$ cat src/rtl/acl_pkg.sv
package acl_pkg;
  typedef enum logic [1:0] {
    SAT_NONE = 2'b00,
    SAT_HI   = 2'b01,
    SAT_LO   = 2'b10
  } sat_e;
endpackage

$ cat src/rtl/acl_sync_edge.sv
module acl_sync_edge #(
  parameter int STAGES = 2
) (
  input  logic clk_i,
  input  logic rst_ni,
  input  logic async_i,
  output logic rise_o
);
  logic [STAGES-1:0] chain_q;
  logic              last_q;

  generate
    for (genvar g = 0; g < STAGES; g++) begin : g_stage
      always_ff @(posedge clk_i or negedge rst_ni) begin
        if (!rst_ni) chain_q[g] <= 1'b0;
        else if (g == 0) chain_q[g] <= async_i;
        else chain_q[g] <= chain_q[(g == 0) ? 0 : g-1];
      end
    end
  endgenerate

  always_ff @(posedge clk_i or negedge rst_ni) begin
    if (!rst_ni) last_q <= 1'b0;
    else last_q <= chain_q[STAGES-1];
  end

  assign rise_o = chain_q[STAGES-1] & ~last_q;
endmodule

$ cat src/rtl/acl_time_base.sv
module acl_time_base #(
  parameter int TS_W  = 64,
  parameter int CNT_W = 32
) (
  input  logic             clk_i,
  input  logic             rst_ni,
  output logic [TS_W-1:0]  time_o,
  output logic [CNT_W-1:0] tick_o
);
  logic [TS_W-1:0] time_q;

  always_ff @(posedge clk_i or negedge rst_ni) begin
    if (!rst_ni) time_q <= '0;
    else time_q <= time_q + 1'b1;
  end

  assign time_o = time_q;
  // tick counter is the low slice of local time: same rate, modulo 2^CNT_W
  assign tick_o = time_q[CNT_W-1:0];
endmodule

$ cat src/rtl/acl_period_calc.sv
module acl_period_calc
  import acl_pkg::*;
#(
  parameter int CNT_W   = 32,
  parameter int OUT_W   = 16,
  parameter int NOMINAL = 168000
) (
  input  logic             clk_i,
  input  logic             rst_ni,
  input  logic             rise_i,
  input  logic [CNT_W-1:0] tick_i,
  output logic             primed_o,
  output logic [OUT_W-1:0] res_o,
  output sat_e             sat_o
);
  localparam int RW = CNT_W + 1;
  localparam logic [CNT_W-1:0]     NOM_C = CNT_W'(NOMINAL);
  localparam logic signed [RW-1:0] MAX_C = RW'((2 ** (OUT_W-1)) - 1);
  localparam logic signed [RW-1:0] MIN_C = ~MAX_C;

  logic [CNT_W-1:0]     prev_q;
  logic                 primed_q;
  logic [CNT_W-1:0]     diff;
  logic signed [RW-1:0] res;

  always_ff @(posedge clk_i or negedge rst_ni) begin
    if (!rst_ni) begin
      prev_q   <= '0;
      primed_q <= 1'b0;
    end else if (rise_i) begin
      prev_q   <= tick_i;
      primed_q <= 1'b1;
    end
  end

  always_comb begin
    diff = tick_i - prev_q;
    res  = $signed({1'b0, diff}) - $signed({1'b0, NOM_C});
    if (res > MAX_C) begin
      res_o = MAX_C[OUT_W-1:0];
      sat_o = SAT_HI;
    end else if (res < MIN_C) begin
      res_o = MIN_C[OUT_W-1:0];
      sat_o = SAT_LO;
    end else begin
      res_o = res[OUT_W-1:0];
      sat_o = SAT_NONE;
    end
  end

  assign primed_o = primed_q;
endmodule

$ cat src/rtl/acl_capture.sv
module acl_capture
  import acl_pkg::*;
#(
  parameter int CNT_W   = 32,
  parameter int OUT_W   = 16,
  parameter int TS_W    = 64,
  parameter int NOMINAL = 168000,
  parameter int SYNC_N  = 2
) (
  input  logic             clk_i,
  input  logic             rst_ni,
  input  logic             wave_i,
  output logic [OUT_W-1:0] cycle_o,
  output logic             valid_o,
  output logic             zc_o,
  output logic [TS_W-1:0]  ts_o,
  output logic             err_hi_o,
  output logic             err_lo_o
);
  logic             rise;
  logic [TS_W-1:0]  now;
  logic [CNT_W-1:0] tick;
  logic             primed;
  logic [OUT_W-1:0] res;
  sat_e             sat;

  acl_sync_edge #(.STAGES(SYNC_N)) u_sync (
    .clk_i(clk_i), .rst_ni(rst_ni), .async_i(wave_i), .rise_o(rise)
  );

  acl_time_base #(.TS_W(TS_W), .CNT_W(CNT_W)) u_time (
    .clk_i(clk_i), .rst_ni(rst_ni), .time_o(now), .tick_o(tick)
  );

  acl_period_calc #(.CNT_W(CNT_W), .OUT_W(OUT_W), .NOMINAL(NOMINAL)) u_calc (
    .clk_i(clk_i), .rst_ni(rst_ni), .rise_i(rise), .tick_i(tick),
    .primed_o(primed), .res_o(res), .sat_o(sat)
  );

  always_ff @(posedge clk_i or negedge rst_ni) begin
    if (!rst_ni) begin
      cycle_o  <= '0;
      valid_o  <= 1'b0;
      zc_o     <= 1'b0;
      ts_o     <= '0;
      err_hi_o <= 1'b0;
      err_lo_o <= 1'b0;
    end else begin
      zc_o    <= rise;
      valid_o <= rise & primed;
      if (rise) ts_o <= now;
      if (rise && primed) begin
        cycle_o  <= res;
        err_hi_o <= (sat == SAT_HI);
        err_lo_o <= (sat == SAT_LO);
      end
    end
  end
endmodule

$ cat config.mk
export PLATFORM = sky130hd
export DESIGN_NAME = acl_capture
export DESIGN_NICKNAME = d
export VERILOG_FILES = /design/src/rtl/acl_pkg.sv /design/src/rtl/acl_sync_edge.sv /design/src/rtl/acl_time_base.sv /design/src/rtl/acl_period_calc.sv /design/src/rtl/acl_capture.sv
export SDC_FILE = /design/constraint.sdc
export NUM_CORES = 1
export LEC_CHECK = 0
export BUFFER_PORTS_ARGS = -buffer_cell sky130_fd_sc_hd__buf_2
export CORE_ASPECT_RATIO = 1.1
export CORE_MARGIN = 10
export CORE_UTILIZATION = 55
export CTS_BUF_LIST = sky130_fd_sc_hd__clkbuf_8 sky130_fd_sc_hd__clkbuf_16
export CTS_CLUSTER_DIAMETER = 50
export DETAILED_ROUTE_END_ITERATION = 7
export MAX_ROUTING_LAYER = met4
export PLACE_DENSITY = 0.75
export SLEW_MARGIN = 0
export SYNTH_ARGS = -nofsm -noshare
export SYNTH_HDL_FRONTEND = slang
export SYNTH_SLANG_ARGS = --single-unit
export TNS_END_PERCENT = 5
$ cat constraint.sdc
create_clock -name clk_i -period 4.9 [get_ports clk_i]
set_input_delay 1.47 -clock clk_i [delete_from_list [all_inputs] [get_ports clk_i]]
set_output_delay 1.47 -clock clk_i [all_outputs]
set_load 0.1 [all_outputs]
Yosys cells after proc, flatten, opt, wreduce, memory -nomap -nowiden
Index checks and enable logic that the tools add are counted.
W data, S select, Z words.
{"block": "totals", "out_inout_bits": 84, "input_bits": 3, "register_bits": 184, "wordCells": 27}
{"block": "op_classes", "addsub": 3, "reduce_logical": 1, "n_eq_ne": 2, "mux": 4, "n_lt_le_gt_ge": 2, "bitwise": 3}
{"cell": "$add A64 B1 Y64 const B", "count": 1}
{"cell": "$gt A33 B16 Y1 const B", "count": 1}
{"cell": "$lt A33 B16 Y1 const B", "count": 1}
{"cell": "$sub A32 B18 Y33 const B", "count": 1}
{"cell": "$mux W16", "count": 2}
{"cell": "$sub A32 B32 Y32", "count": 1}
{"cell": "$mux W2", "count": 2}
{"cell": "$and A1 B1 Y1", "count": 2}
{"cell": "$eq A2 B1 Y1 const B", "count": 1}
{"cell": "$eq A2 B2 Y1 const B", "count": 1}
{"cell": "$logic_and A1 B1 Y1", "count": 1}
{"cell": "$not A1 Y1", "count": 1}

Logic depth before layout (Yosys ltp)
{"block": "logic_depth", "depth_word": 6, "depth_mapped": 19, "depth_no_buf": 18}

Modules after synthesis
Synthesis repeated with hierarchy kept, for this count alone.
{"block": "hier_totals", "hier_cells": 1132, "hier_area_um2": 11419.7}
{"mod": "acl_period_calc", "area_each_um2": 4640.7, "cells_each": 645, "instances": 1}
{"mod": "acl_capture", "area_each_um2": 3454.6, "cells_each": 178, "instances": 1}
{"mod": "acl_time_base", "area_each_um2": 3235.6, "cells_each": 305, "instances": 1}
{"mod": "acl_sync_edge", "area_each_um2": 88.8, "cells_each": 4, "instances": 1}

Worst setup path before layout
No wires, ideal clock.
{"block": "synth_timing", "path_kind": "reg-to-reg", "start": "register ts_o[0] (netlist name)", "end": "register cycle_o[4]", "path_stages_with_launch": 17, "setup_slack_ps": 76, "path_buffers": 1, "setup_time_ps": 145, "t_arrival_ps": 4680, "period_less_slack_ps": 4824, "path_cell_list": "dfrtp_1 -> ha_1 -> fa_1 -> nand2b_1 -> a21o_4 -> a2111oi_2 -> o31ai_2 -> xnor2_1 -> a2111oi_4 -> nand3_1 -> xnor2_1 -> and4_1 -> o2111ai_1 -> or4_4 -> o21ai_4 -> buf_6 -> o211ai_1"}
{"item": "end signal: assignment", "line_no": "acl_capture.sv:53", "source": "cycle_o <= res;"}
{"item": "end: declaration", "line_no": "acl_capture.sv:13", "source": "output logic [OUT_W-1:0] cycle_o,"}

Final worst setup path
{"block": "layout_timing", "start": "register u_time.time_q[0], in the netlist u_time.time_o[0]", "end": "register cycle_o[4]"}
{"block": "layout_via", "elab_chain_cells": 5, "word_cells_on_any_way": 6, "classes_between": "add/sub (2); order compare (2); mux (2)"}
{"item": "start: declaration", "line_no": "acl_time_base.sv:10", "source": "logic [TS_W-1:0] time_q;"}
{"item": "start signal: assignment", "line_no": "acl_time_base.sv:14", "source": "else time_q <= time_q + 1'b1;"}
{"item": "$sub A32 B32 Y32 *", "line_no": "acl_period_calc.sv:37", "source": "diff = tick_i - prev_q;"}
{"item": "$sub A32 B18 Y33 *", "line_no": "acl_period_calc.sv:38", "source": "res = $signed({1'b0, diff}) - $signed({1'b0, NOM_C});"}
{"item": "$lt A33 B16 Y1", "line_no": "acl_period_calc.sv:42", "source": "end else if (res < MIN_C) begin"}
{"item": "$mux W16", "line_no": "acl_period_calc.sv:42"}
{"item": "$mux W16 *", "line_no": "acl_period_calc.sv:39", "source": "if (res > MAX_C) begin"}
Every way passes the cells marked *; elsewhere a longest branch is shown, timed or not.
A chain may end at the register's enable or synchronous reset.

==> out/metrics.csv <==
stage,metric,value,unit
status,status,"finished, final reports clean",
cts,htree_levels,4,
synth,synth_cell_types,67,
placement,portBuffers,86,
global_routing,grt_use_total,19.6,%
timing,drv_slew,0,
cts,cts_tree,done,
floorplanning,io_pins,87,
finish,synthToLayoutAreaGrowth,14.9,%
synth,ys_ff_latch,152,
critical_path,worstSetupPathType,flip-flop to flip-flop,
global_routing,grt-ovfl-total,0,
timing,fin_crit_sh,95.3,%
cts,clockBufferDepth,2,
timing,holdWs,352,ps
placement,hpwl,15.0,mm
worst_hold_path,hold_path.class,flip-flop to flip-flop,
critical_path,endpoint_kind,flip-flop,
detailed_routing,drtPass1Iterations,5,
job,maxCapViolCount,0,
critical_path,worst_ep_arrival_time,4940,ps
synth,synthFlopType,dfrtp_1,
detailed_routing,wl,20.6,mm
detailed_routing,vias,7257,
cts,clock-root-buffer,clkbuf_16,
global_routing,grt_max_degree,97,
synth,synth_nets,1019,
floorplanning,rows,48,
synth,synth.cell_area,8690,µm²
cts,clk_pin_slew,60,ps
critical_path,start_kind,flip-flop,
pwr,powerDensity,324,nW/µm²
critical_path,worstPathRequired,5180,ps
floorplanning,die_h,152,µm
timing,finalCriticalPeriod,4670,ps
synth,synth_top_area_cell,dfrtp_1,
synth,synthTopCellsByArea,"dfrtp_1 44%, nand2_1 10%, xnor2_1 7.1%",
synth,synth-async-reset-ratio,100,%
finish,antenna_cells,0,
timing,max_freq,214,MHz
timing,finalWorstSetupSlack,231,ps
floorplanning,die_x,140,µm
detailed_routing,drt-initial-drc-count,413,
timing,maxSlewHeadroom,41.1,%
finish,final_common_cell,nand2_1,
finish,mostFrequentLayoutCells,"231 x nand2_1, 152 x dfrtp_1, 85 x buf_2",
pwr,peakVddDrop,0.262,mV
finish,drive_gt1_share,14.0,%
pwr,leakage,0.00498,µW
finish,final_util,63.9,%
synth,yosysWarnings,0,
synth,yosysSeqAreaShare,43.8,%
floorplanning,fp.dieArea,21200,µm²
floorplanning,core-area,15600,µm²
timing,finClkSkew,6.93,ps
timing,worst_pin_slew,883,ps
finish,fin_nets,1105,
critical_path,crit_fanout,9,
cts,clock-sinks,152,
placement,dp.cells,1244,
floorplanning,initial_core_util,55.6,%
cts,numCtsBuffers,17,
cts,clk_latency,430,ps
timing,setup_viol,0,
critical_path,ff2ff_setup_slack,230,ps
detailed_routing,viasPerCell,5.67,
placement,gp_congestion,0.961,
finish,fin_cells,1281,
synth,synth_edf_count,0,
timing,setup-tns-final,0,ps
detailed_routing,antenna_left,0,
timing,timing_hold_violations_final,0,
global_routing,antenna_found_initial,0,
synth,synth_top_area_share,43.8,%
detailed_routing,drc,0,
detailed_routing,wl_per_cell,16.1,µm
synth,syn_inst,982,
placement,pre_cts_slack,158,ps
global_routing,grt_pass1_vias,7153,
synth,postSynthAreaPerCell,8.85,µm²
global_routing,grt_pass1_wl,34.4,mm
[final cells by class]
cell class / instances / area, µm²
clock inverter: 12 / 118
timing repair buffer: 102 / 582
multi-input combinational: 755 / 4610
clock buffer: 20 / 467
tap: 200 / 250
sequential: 152 / 3800
inverter: 40 / 150
fill: 1317 / 5640
[through the flow]
| stage | total power [µW] | instance area (µm²) |
|---|---|---|
| after global placement | 1940 | 9300 |
| after floorplan | 1810 | 8690 |
| after CTS | 3240 | 9890 |
| final | 3230 | 9980 |
| after global routing | 3360 | 9980 |
| after detailed placement | 1940 | 9300 |
[report_power, final]
part           internal, µW  switching, µW  leakage [µW]
logic                   172            466       0.00265
registers              1280           14.3       0.00203
clock network           748            549      0.000292
[final timing paths]
path	startpoint	to	depth (start not counted)
max	u_time.time_o[0]	cycle_o[4]	18
min	u_sync.chain_q[0]	u_sync.chain_q[1]	0
max reg2reg	u_time.time_o[0]	cycle_o[4]	18
min reg2reg	u_sync.chain_q[0]	u_sync.chain_q[1]	0
max in group asynchronous	rst_ni	u_time.time_o[52]	2
min in group asynchronous	rst_ni	ts_o[4]	1
[flip-flops by register name, indices dropped and copies added, names as in the netlist]
signal and flops:
cycle_o 16, err_hi_o 1, err_lo_o 1, ts_o 64
u_calc.primed_o 1, u_sync.chain_q 2, u_sync.last_q 1, u_time.time_o 64
valid_o 1, zc_o 1
[synthesized netlist by cell type, drive strengths merged, types with 2 or more instances]
library cell / count
a2111oi: 3
a211oi: 9
a21boi: 3
a21o: 14
a21oi: 41
a2bb2oi: 2
a31oi: 4
a32oi: 2
and2: 12
and3: 15
and4: 11
and4b: 2
buf: 11
clkbuf: 24
dfrtp: 152
ha: 33
inv: 40
mux2i: 3
nand2: 231
nand2b: 14
nand3: 38
nand3b: 3
nand4: 26
nand4b: 2
nor2: 47
nor2b: 4
nor3: 11
nor4: 6
nor4b: 2
o2111ai: 3
o211a: 2
o211ai: 17
o21a: 2
o21ai: 67
o221ai: 2
o311ai: 4
o31a: 2
o31ai: 5
or3: 4
or4: 3
xnor2: 70
xor2: 24
[logic make-up after synthesis]
group / Yosys count / synth area share [%]
buffers and inverters: 75 / 3.64
AND/OR/NAND/NOR: 433 / 23.1
flip-flops: 152 / 43.8
multiplexers: 4 / 0.475
AO/OA/AOI/OAI: 190 / 14.5
adder cells (fa/ha/maj): 34 / 4.98
XOR/XNOR: 94 / 9.48
[critical path, stage by stage, from the launching register on]
cell	delay, ps
dfrtp_1	400
inv_1	100
ha_1	210
fa_1	410
nand2b_1	220
a21o_4	260
a2111oi_4	310
buf_4	180
o31ai_2	90
xnor2_1	190
a2111oi_4	440
nand3_1	180
xnor2_2	170
and4_1	200
o2111ai_1	100
or4_4	540
o21ai_4	270
buf_12	160
o211ai_1	90
[timing repair]
item | 4_1_cts | 5_1_grt
hold buffers | 0 | 0
resized for setup | 0 | 7
buffers inserted | 0 | 5
setup endpoints to repair | 0 | 16
[per-layer routing]
metal / GRT usage (%) / share of wire [%]
met1: 23.6 / 45
met2: 31.6 / 49
met3: 4.11 / 4.3
met4: 7.63 / 2.6
met5: - / 0
Note: power is estimated with default switching activity, not from simulation.
